[src/rtl/spi_rxst_pkg.sv]
package spi_rxst_pkg;
  localparam int NFLAG = 3;
  typedef enum int {
    FLG_FULL = 0,
    FLG_OVR  = 1,
    FLG_MODF = 2
  } flag_idx_e;
endpackage

[src/rtl/spi_rxst_flag.sv]
// One status flag with a two-step clear: a status read while set arms it,
// the next clear strobe drops it. A set event in the same cycle wins.
module spi_rxst_flag (
  input  logic clk,
  input  logic rst_n,
  input  logic set_i,
  input  logic stat_rd_i,
  input  logic clr_strobe_i,
  output logic flag_o
);
  logic flag_q, flag_d;
  logic arm_q, arm_d;
  logic clr_fire;

  always_comb begin
    clr_fire = arm_q && clr_strobe_i;
    flag_d   = flag_q;
    arm_d    = arm_q;
    if (clr_fire) begin
      flag_d = 1'b0;
      arm_d  = 1'b0;
    end else if (stat_rd_i && flag_q) begin
      arm_d = 1'b1;
    end
    if (set_i) begin
      flag_d = 1'b1;
    end
  end

  always_ff @(posedge clk or negedge rst_n) begin
    if (!rst_n) begin
      flag_q <= 1'b0;
      arm_q  <= 1'b0;
    end else begin
      flag_q <= flag_d;
      arm_q  <= arm_d;
    end
  end

  assign flag_o = flag_q;

  AST_ARM_NEEDS_FLAG: assert property (@(posedge clk) disable iff (!rst_n)
    arm_q |-> flag_q);
  AST_FALL_NEEDS_ARM: assert property (@(posedge clk) disable iff (!rst_n)
    $fell(flag_q) |-> ($past(arm_q) && $past(clr_strobe_i)));
  AST_SET_WINS: assert property (@(posedge clk) disable iff (!rst_n)
    set_i |=> flag_q);
endmodule

[src/rtl/spi_rxst_hold.sv]
// Receive data holding register.
module spi_rxst_hold #(
  parameter int DW = 8
) (
  input  logic          clk,
  input  logic          rst_n,
  input  logic          load_i,
  input  logic [DW-1:0] din_i,
  output logic [DW-1:0] dout_o
);
  logic [DW-1:0] data_q, data_d;

  always_comb begin
    data_d = data_q;
    if (load_i) data_d = din_i;
  end

  always_ff @(posedge clk or negedge rst_n) begin
    if (!rst_n) data_q <= '0;
    else        data_q <= data_d;
  end

  assign dout_o = data_q;

  AST_HOLD_WHEN_IDLE: assert property (@(posedge clk) disable iff (!rst_n)
    !load_i |=> $stable(data_q));
endmodule

[src/rtl/spi_rxst_irq.sv]
// Interrupt request combining.
module spi_rxst_irq (
  input  logic full_i,
  input  logic ovr_i,
  input  logic modf_i,
  input  logic err_ie_i,
  input  logic rx_ie_i,
  input  logic tx_ie_i,
  input  logic spi_en_i,
  input  logic tx_empty_i,
  output logic tx_irq_o,
  output logic rxerr_irq_o
);
  logic err_any;

  always_comb begin
    err_any     = ovr_i || modf_i;
    rxerr_irq_o = (full_i && rx_ie_i) || (err_ie_i && err_any);
    tx_irq_o    = tx_empty_i && tx_ie_i && spi_en_i;
  end
endmodule

[src/rtl/spi_rx_status.sv]
module spi_rx_status
  import spi_rxst_pkg::*;
#(
  parameter int DW = 8
) (
  input  logic          clk,
  input  logic          rst_n,
  input  logic          rx_done_i,
  input  logic [DW-1:0] rx_byte_i,
  input  logic          mode_fault_i,
  input  logic          stat_rd_i,
  input  logic          data_rd_i,
  input  logic          ctrl_wr_i,
  input  logic          modf_en_i,
  input  logic          err_ie_i,
  input  logic          rx_ie_i,
  input  logic          tx_ie_i,
  input  logic          spi_en_i,
  input  logic          tx_empty_i,
  output logic [DW-1:0] rx_data_o,
  output logic          rx_full_o,
  output logic          ovr_o,
  output logic          modf_o,
  output logic          tx_irq_o,
  output logic          rxerr_irq_o
);
  logic [NFLAG-1:0] flag_set;
  logic [NFLAG-1:0] flag_clr;
  logic [NFLAG-1:0] flag_q;
  logic             accept;

  always_comb begin
    accept             = rx_done_i && !flag_q[FLG_FULL];
    flag_set           = '0;
    flag_set[FLG_FULL] = accept;
    flag_set[FLG_OVR]  = rx_done_i && flag_q[FLG_FULL];
    flag_set[FLG_MODF] = mode_fault_i && modf_en_i;
  end

  for (genvar gi = 0; gi < NFLAG; gi++) begin : g_flag
    if (gi == int'(FLG_MODF)) begin : g_ctrl_clr
      assign flag_clr[gi] = ctrl_wr_i;
    end else begin : g_data_clr
      assign flag_clr[gi] = data_rd_i;
    end
    spi_rxst_flag u_flag (
      .clk          (clk),
      .rst_n        (rst_n),
      .set_i        (flag_set[gi]),
      .stat_rd_i    (stat_rd_i),
      .clr_strobe_i (flag_clr[gi]),
      .flag_o       (flag_q[gi])
    );
  end

  spi_rxst_hold #(.DW(DW)) u_hold (
    .clk    (clk),
    .rst_n  (rst_n),
    .load_i (accept),
    .din_i  (rx_byte_i),
    .dout_o (rx_data_o)
  );

  spi_rxst_irq u_irq (
    .full_i      (flag_q[FLG_FULL]),
    .ovr_i       (flag_q[FLG_OVR]),
    .modf_i      (flag_q[FLG_MODF]),
    .err_ie_i    (err_ie_i),
    .rx_ie_i     (rx_ie_i),
    .tx_ie_i     (tx_ie_i),
    .spi_en_i    (spi_en_i),
    .tx_empty_i  (tx_empty_i),
    .tx_irq_o    (tx_irq_o),
    .rxerr_irq_o (rxerr_irq_o)
  );

  assign rx_full_o = flag_q[FLG_FULL];
  assign ovr_o     = flag_q[FLG_OVR];
  assign modf_o    = flag_q[FLG_MODF];

  AST_OVR_KEEPS_DATA: assert property (@(posedge clk) disable iff (!rst_n)
    (rx_done_i && rx_full_o) |=> (ovr_o && $stable(rx_data_o)));
  AST_MODF_GATED: assert property (@(posedge clk) disable iff (!rst_n)
    $rose(modf_o) |-> $past(modf_en_i));
  AST_RX_LOAD: assert property (@(posedge clk) disable iff (!rst_n)
    (rx_done_i && !rx_full_o) |=> (rx_full_o && rx_data_o == $past(rx_byte_i)));
  AST_TX_IRQ_NEEDS_EN: assert property (@(posedge clk) disable iff (!rst_n)
    tx_irq_o |-> spi_en_i);
endmodule

[config.mk]
export PLATFORM = sky130hd
export DESIGN_NAME = spi_rx_status
export DESIGN_NICKNAME = d
export VERILOG_FILES = /design/src/rtl/spi_rxst_pkg.sv /design/src/rtl/spi_rxst_flag.sv /design/src/rtl/spi_rxst_hold.sv /design/src/rtl/spi_rxst_irq.sv /design/src/rtl/spi_rx_status.sv
export SDC_FILE = /design/constraint.sdc
export NUM_CORES = 1
export LEC_CHECK = 0
export BUFFER_PORTS_ARGS = -buffer_cell sky130_fd_sc_hd__buf_2
export CORE_AREA = 2 2 43 45
export DETAILED_ROUTE_END_ITERATION = 8
export DIE_AREA = 0 0 45 47
export PLACE_DENSITY = 0.7
export SLEW_MARGIN = 20
export SYNTH_ARGS = -nofsm -noshare
export SYNTH_HDL_FRONTEND = slang
export SYNTH_SLANG_ARGS = --single-unit
[constraint.sdc]
create_clock -name clk -period 1 [get_ports clk]
set_clock_uncertainty 0.05 [all_clocks]
set_input_delay 0.2 -clock clk [delete_from_list [all_inputs] [get_ports clk]]
set_output_delay 0.2 -clock clk [all_outputs]
set_load 0.01 [all_outputs]
==> results of run 1 <==
-- cells in the mapped netlist --
cell type  count  share of area, %
a22o_1         1               1.5
a22o_2         1               1.7
a31oi_1        1               1.1
and3_1         1               1.1
buf_6          1               1.9
dfrtp_1       14                60
mux2_4         8                20
mux2i_1        3               5.1
nand2_1        7               4.5
nor2_1         1              0.64
nor2b_2        1               1.5
o21ai_0        1              0.85
-- cell usage in the layout (no fill, tap or decap), drive strengths merged --
cell type / Yosys / final
buf: 1 / 50
dfrtp: 14 / 14
mux2: 8 / 8
nand2: 7 / 7
clkbuf: 0 / 4
mux2i: 3 / 3
a22o: 2 / 2
o21ai: 1 / 1
and3: 1 / 1
nor2b: 1 / 1
nor2: 1 / 1
a31oi: 1 / 1
dlygate4sd3: 0 / 1
-- how the worst max path moves through the flow --
stage | start | to | slack, ns | cells after the start
2_1_floorplan | g_flag[0].u_flag.flag_o | u_hold.dout_o[0] | -0.18 | 3
3_3_place_gp | g_flag[0].u_flag.flag_o | u_hold.dout_o[4] | -0.15 | 3
3_5_place_dp | g_flag[0].u_flag.flag_o | u_hold.dout_o[5] | -0.16 | 3
4_1_cts | g_flag[0].u_flag.flag_o | rxerr_irq_o | -0.28 | 4
5_1_grt | g_flag[0].u_flag.flag_o | rxerr_irq_o | -0.32 | 4
6_report | g_flag[0].u_flag.flag_o | rxerr_irq_o | -0.27 | 4
-- critical path, delay by kind of cell (launching register included) --
| kind | cells | cell delay (ns) |
|---|---|---|
| flip-flops | 1 | 0.42 |
| buffers and inverters | 2 | 0.25 |
| AND/OR/NAND/NOR | 2 | 0.08 |
-- registers in the layout, summed over array words and instances (netlist names) --
| name | count |
|---|---|
| g_flag.u_flag.arm_q | 3 |
| g_flag.u_flag.flag_o | 3 |
| u_hold.dout_o | 8 |
-- final cells by class --
cell class / instances / area (sq um) / share of cell area (%)
multi-input combinational: 25 / 250.2 / 24.81
timing repair buffer: 51 / 359.1 / 35.61
tap: 17 / 21.27 / 2.109
sequential: 14 / 351.6 / 34.86
clock buffer: 4 / 26.28 / 2.605
-- kinds of logic (layout without fill, tap and decap cells) --
family | count (synthesis) | count (layout) | synth area share (%)
DFF | 14 | 14 | 59.70
buffers and inverters | 1 | 55 | 1.919
muxes | 11 | 11 | 25.59
and+or+nand+nor | 10 | 10 | 7.677
AOI/OAI and AO/OA | 4 | 4 | 5.117
-- per-layer routing --
layer / vias to the layer above / share of wire [%]
met5: - / 0
met4: 0 / 2.2
met3: 4 / 9.6
met2: 27 / 50
met1: 232 / 38
li1: 249 / -
-- power groups by stage --
stage	Clock (mW)	Sequential, mW	Combinational (mW)
floorplan	0	1.01	0.346
global placement	0	0.901	0.788
detailed placement	0	0.910	0.803
CTS	0.341	0.888	1.11
global route	0.371	0.934	1.34
finish	0.326	0.903	1.23
-- repair_timing --
action,CTS,global route
hold buffers,1,0
buffers inserted,10,3
setup endpoints to repair,20,21
gates resized for setup,6,11
hold endpoints to repair,14,0
pin swaps,0,1
==> key figures, run 1 <==
Status
  – Outcome: finished with violations
  – Violated checks: negative setup slack

Critical path
  – Critical path's most frequent cell: buf_6
  – CP peak stage delay: 0.42 ns
  – Worst-path cell chain: buf_6 > nand2_4 > nand2_2 > buf_6
  – R2R Setup Slk: -0.27 ns
  – Worst EP arrival: 1.02 ns
  – Critical Path Slowest Stage Cell: dfrtp_2
  – CP Launch Type: register
  – CP Max Fanout: 3
  – Reg-to-Reg Start: g_flag[0].u_flag.flag_o
  – Worst R2R Path Depth: 4
  – Type of the worst setup path: reg -> out
  – CP required: 0.75 ns
  – Setup crit end kind: primary output
  – Reg2reg end: u_hold.dout_o[0]

Detailed routing
  – Via density: 4.613
  – 1st-iter DRT viols: 1
  – Drt total wl: 1.346 mm
  – # DRC: 0
  – First-pass iteration count of the detailed router: 4
  – Routed len/inst: 12.13 microns
  – Antenna Violating Nets Remaining: 0
  – Via count: 512

GRT
  – GRT Util Overall: roughly 15%
  – GR peak layer: met2
  – Met1 usage: 16.27%
  – Global routing usage on met2: 26.57%
  – M3 GR Usage: approximately 3.5%
  – Gr ovfl total: 0
  – First-pass GRT wire length: 2.152 mm
  – Largest net degree at the start of global routing: 15
  – Initial antenna violation count: 0
  – Vias in the first global route: 519

Synth
  – Syn. warnings: 0
  – Post-Synthesis Cells: 40
  – Post-synth cell types: 12
  – Synth Area per Inst: 14.67 sq um
  – Number of synthesized register bits: 14
  – Syn_nets: 61
  – Mapped cell area: 586.8 sq um
  – Sequential cell area fraction in the yosys report: around 60%

Finish
  – Fillers: between 100 and 150
  – Final layout net count: about 120
  – Final cell count without fillers: 111
  – Area Growth Syn to Fin: 71.86%
  – Post-route cell area: between 1000 and 1500 sq um
  – ANT cells: 0
  – Layout cell share with drive strength beyond 1: between 70% and 80%
  – Share of the core filled with cells: between 60% and 70%

Floorplan
  – Core Area: 1652 sq um
  – Die Area: 2115 sq um
  – Starting Density: 35.53%
  – Num ports: 34
  – DIE HEIGHT: 47 microns
  – Die W: 45 microns
  – Num rows: 15

Power
  – Part of the power in combinational logic: 50.0%
  – Net Sw Frac: 28.72%
  – Int Power: 1.753 mW
  – Sequential fraction of design power: approximately 37%
  – Clk network pwr share: a little over an eighth
  – Static leakage: about 0.53 nW
  – NetSw: 0.7062 mW
  – Maximum vdd drop: 1.041 mV
  – PD cells: 2438 nW/um^2
  – Pwr Total: 2.459 mW

Clock tree
  – Worst-Skew Late Latency: 0.27 ns
  – CTS tree: done
  – Clock transition at path regs: 0.08 ns
  – CTS root buf: clkbuf_4
  – CTS H-Tree Depth: 1
  – Clk sinks: 14
  – Clock buffer count from CTS: 3
  – Clock buffer depth: 2

Min path
  – Hold Path Sink: g_flag[2].u_flag.arm_q
  – Hold WC Path Type: in -> reg
  – Hold path startpoint: ctrl_wr_i
  – Min-Delay Path Depth: 2

Timing
  – Slew HR: 79.53%
  – Setup TNS: -3.487 ns
  – Fmax: 0.7852 GHz
  – Fin. Hold Viols: 0
  – Finish-stage setup viols: 23
  – Final Critical Period: approximately 1.3 ns
  – Max Slew Vio Count: 0
  – Final worst path period share: 127.4%
  – PnR worst setup slack: -0.2735 ns
  – Tightest Pin Transition: 0.3070 ns
  – RSZ-0062 raised after global routing: yes
  – Worst Hold Margin: 0.06386 ns

Place
  – Dpl cells: 94
  – GPL Wtd Cong: between 0.7 and 0.8
  – DP Area: roughly 810 sq um
  – Worst slack, placed: -0.1619 ns
  – IO Port Bufs: 33

Run
  – Max cap viols: 0
No activity file was read; power rests on OpenSTA's default activity.
==> run 2: changes to the inputs <==
--- a/config.mk
+++ b/config.mk
@@ -8,6 +8,5 @@
 export BUFFER_PORTS_ARGS = -buffer_cell sky130_fd_sc_hd__buf_2
-export CORE_AREA = 2 2 43 45
+export CORE_AREA = 2 2 48 50
 export DETAILED_ROUTE_END_ITERATION = 8
-export DIE_AREA = 0 0 45 47
-export PLACE_DENSITY = 0.7
+export DIE_AREA = 0 0 50 52
 export SLEW_MARGIN = 20
==> constraint.sdc (replaced) <==
create_clock -name clk -period 1.59 [get_ports clk]
set_clock_uncertainty 0.05 [all_clocks]
set_input_delay 0.318 -clock clk [delete_from_list [all_inputs] [get_ports clk]]
set_output_delay 0.318 -clock clk [all_outputs]
set_load 0.005 [all_outputs]
==> key figures, run 2 (synthesis results as in run 1) <==
Timing
  – Max Slew Vio Count: 0
  – Tightest Pin Transition: 0.5500 ns
  – Setup TNS: 0 ns
  – Slew HR: 63.17%
  – RSZ-0062 raised after global routing: no
  – Final Critical Period: approximately 1.5 ns
  – Finish-stage setup viols: 0
  – PnR worst setup slack: about 0.13 ns
  – Final worst path period share: 91.60%
  – Fin. Hold Viols: 0
  – Fmax: 0.6866 GHz
  – Worst Hold Margin: 0.1882 ns

Clock tree
  – Gates resized, CTS repair: 0
  – Clk sinks: 14
  – Clock transition at path regs: 0.08 ns
  – Worst-Skew Late Latency: 0.27 ns
  – CTS H-Tree Depth: 1
  – CTS tree: done
  – Clock buffer count from CTS: 3
  – Clock buffer depth: 2
  – CTS root buf: clkbuf_4
  – Post-CTS Repair Setup Buffers: 0
  – CTS Hold Bufs: 1

Detailed routing
  – Antenna Violating Nets Remaining: 0
  – Routed len/inst: 11.39 microns
  – Drt total wl: between 1 and 1.5 mm
  – First-pass iteration count of the detailed router: 2
  – Via count: between 400 and 500
  – # DRC: 0
  – 1st-iter DRT viols: 1
  – Via density: 4.317

Min path
  – Hold WC Path Type: in -> reg

Floorplan
  – Starting Density: 27.87%
  – Core Area: 2106 sq um
  – Die Area: roughly 2600 sq um
  – Num rows: 17
  – Num ports: 34
  – Die W: 50 microns
  – DIE HEIGHT: 52 microns

Place
  – Dpl cells: 100
  – IO Port Bufs: 33
  – GPL Wtd Cong: 0.6152
  – DP Area: 775.7 sq um
  – Worst slack, placed: ~0.13 ns
  – Final HPWL DP: approximately 940 microns

Finish
  – Area Growth Syn to Fin: 37.74%
  – Most frequent cells in the layout: buf_2 (33), dfrtp_1 (14), mux2_4 (8)
  – Commonest non-fill, non-tap cell in the layout: buf_2
  – Layout cell share with drive strength beyond 1: just over 60%
  – Final layout net count: 99
  – ANT cells: 0
  – Share of the core filled with cells: approximately two fifths
  – Final cell count without fillers: 104
  – Max reg flops: 8
  – Post-route cell area: 808.3 sq um

Critical path
  – CP Max Fanout: 8
  – Setup crit end kind: register
  – Type of the worst setup path: reg -> reg
  – Worst EP arrival: 1.56 ns
  – CP required: around 1.7 ns
  – CP Launch Type: register

Power
  – Static leakage: between 0.4 and 0.5 nW
  – Maximum vdd drop: approximately 0.47 mV
  – PD cells: 1439 nW/um^2
  – Pwr Total: 1.163 mW

Status
  – Outcome: finished, final reports clean

GRT
  – Gr ovfl total: 0
  – Largest net degree at the start of global routing: 15
  – Initial antenna violation count: 0
  – GRT Util Overall: 10.44%
  – Vias in the first global route: 411
  – First-pass GRT wire length: 1.918 mm

Run
  – Max cap viols: 0
run 2: power by group:
part / switching, mW / leakage (nW) / internal, mW
clock: 0.0997 / 0.0138 / 0.0874
combinational: 0.129 / 0.247 / 0.268
sequential: 0.0888 / 0.161 / 0.492
total: 0.317 / 0.422 / 0.846
run 2: per-layer routing:
| metal | GRT usage, % | part of all wire [%] |
|---|---|---|
| met1 | 12.93 | 43 |
| met2 | 14.25 | 45 |
| met3 | 4.885 | 12 |
| met4 | 6.944 | 0.68 |
| met5 | 0 | 0 |
run 2: final cells by class:
class                           instances  area [sq um]
Clock buffer                            3         22.52
Fill cell                             213          1297
Timing Repair Buffer                   34         175.2
Multi-Input combinational cell         25         225.2
Sequential cell                        14         350.3
Tap cell                               28         35.03
run 2: final timing paths:
path	slack, ns	cells past startpoint	startpoint	to
max	0.13	2	g_flag[0].u_flag.flag_o	u_hold.dout_o[4]
min	0.19	2	ctrl_wr_i	g_flag[2].u_flag.arm_q
max reg2reg	0.13	2	g_flag[0].u_flag.flag_o	u_hold.dout_o[4]
min reg2reg	0.42	1	g_flag[1].u_flag.arm_q	g_flag[1].u_flag.arm_q
max in group asynchronous	0.83	2	rst_n	g_flag[1].u_flag.arm_q
min in group asynchronous	0.42	2	rst_n	u_hold.dout_o[0]
run 2: worst max-delay path, stage by stage, from the launching register on:
cell and delay (ns):
dfrtp_1 0.45, nor2b_2 0.48, mux2_4 0.35
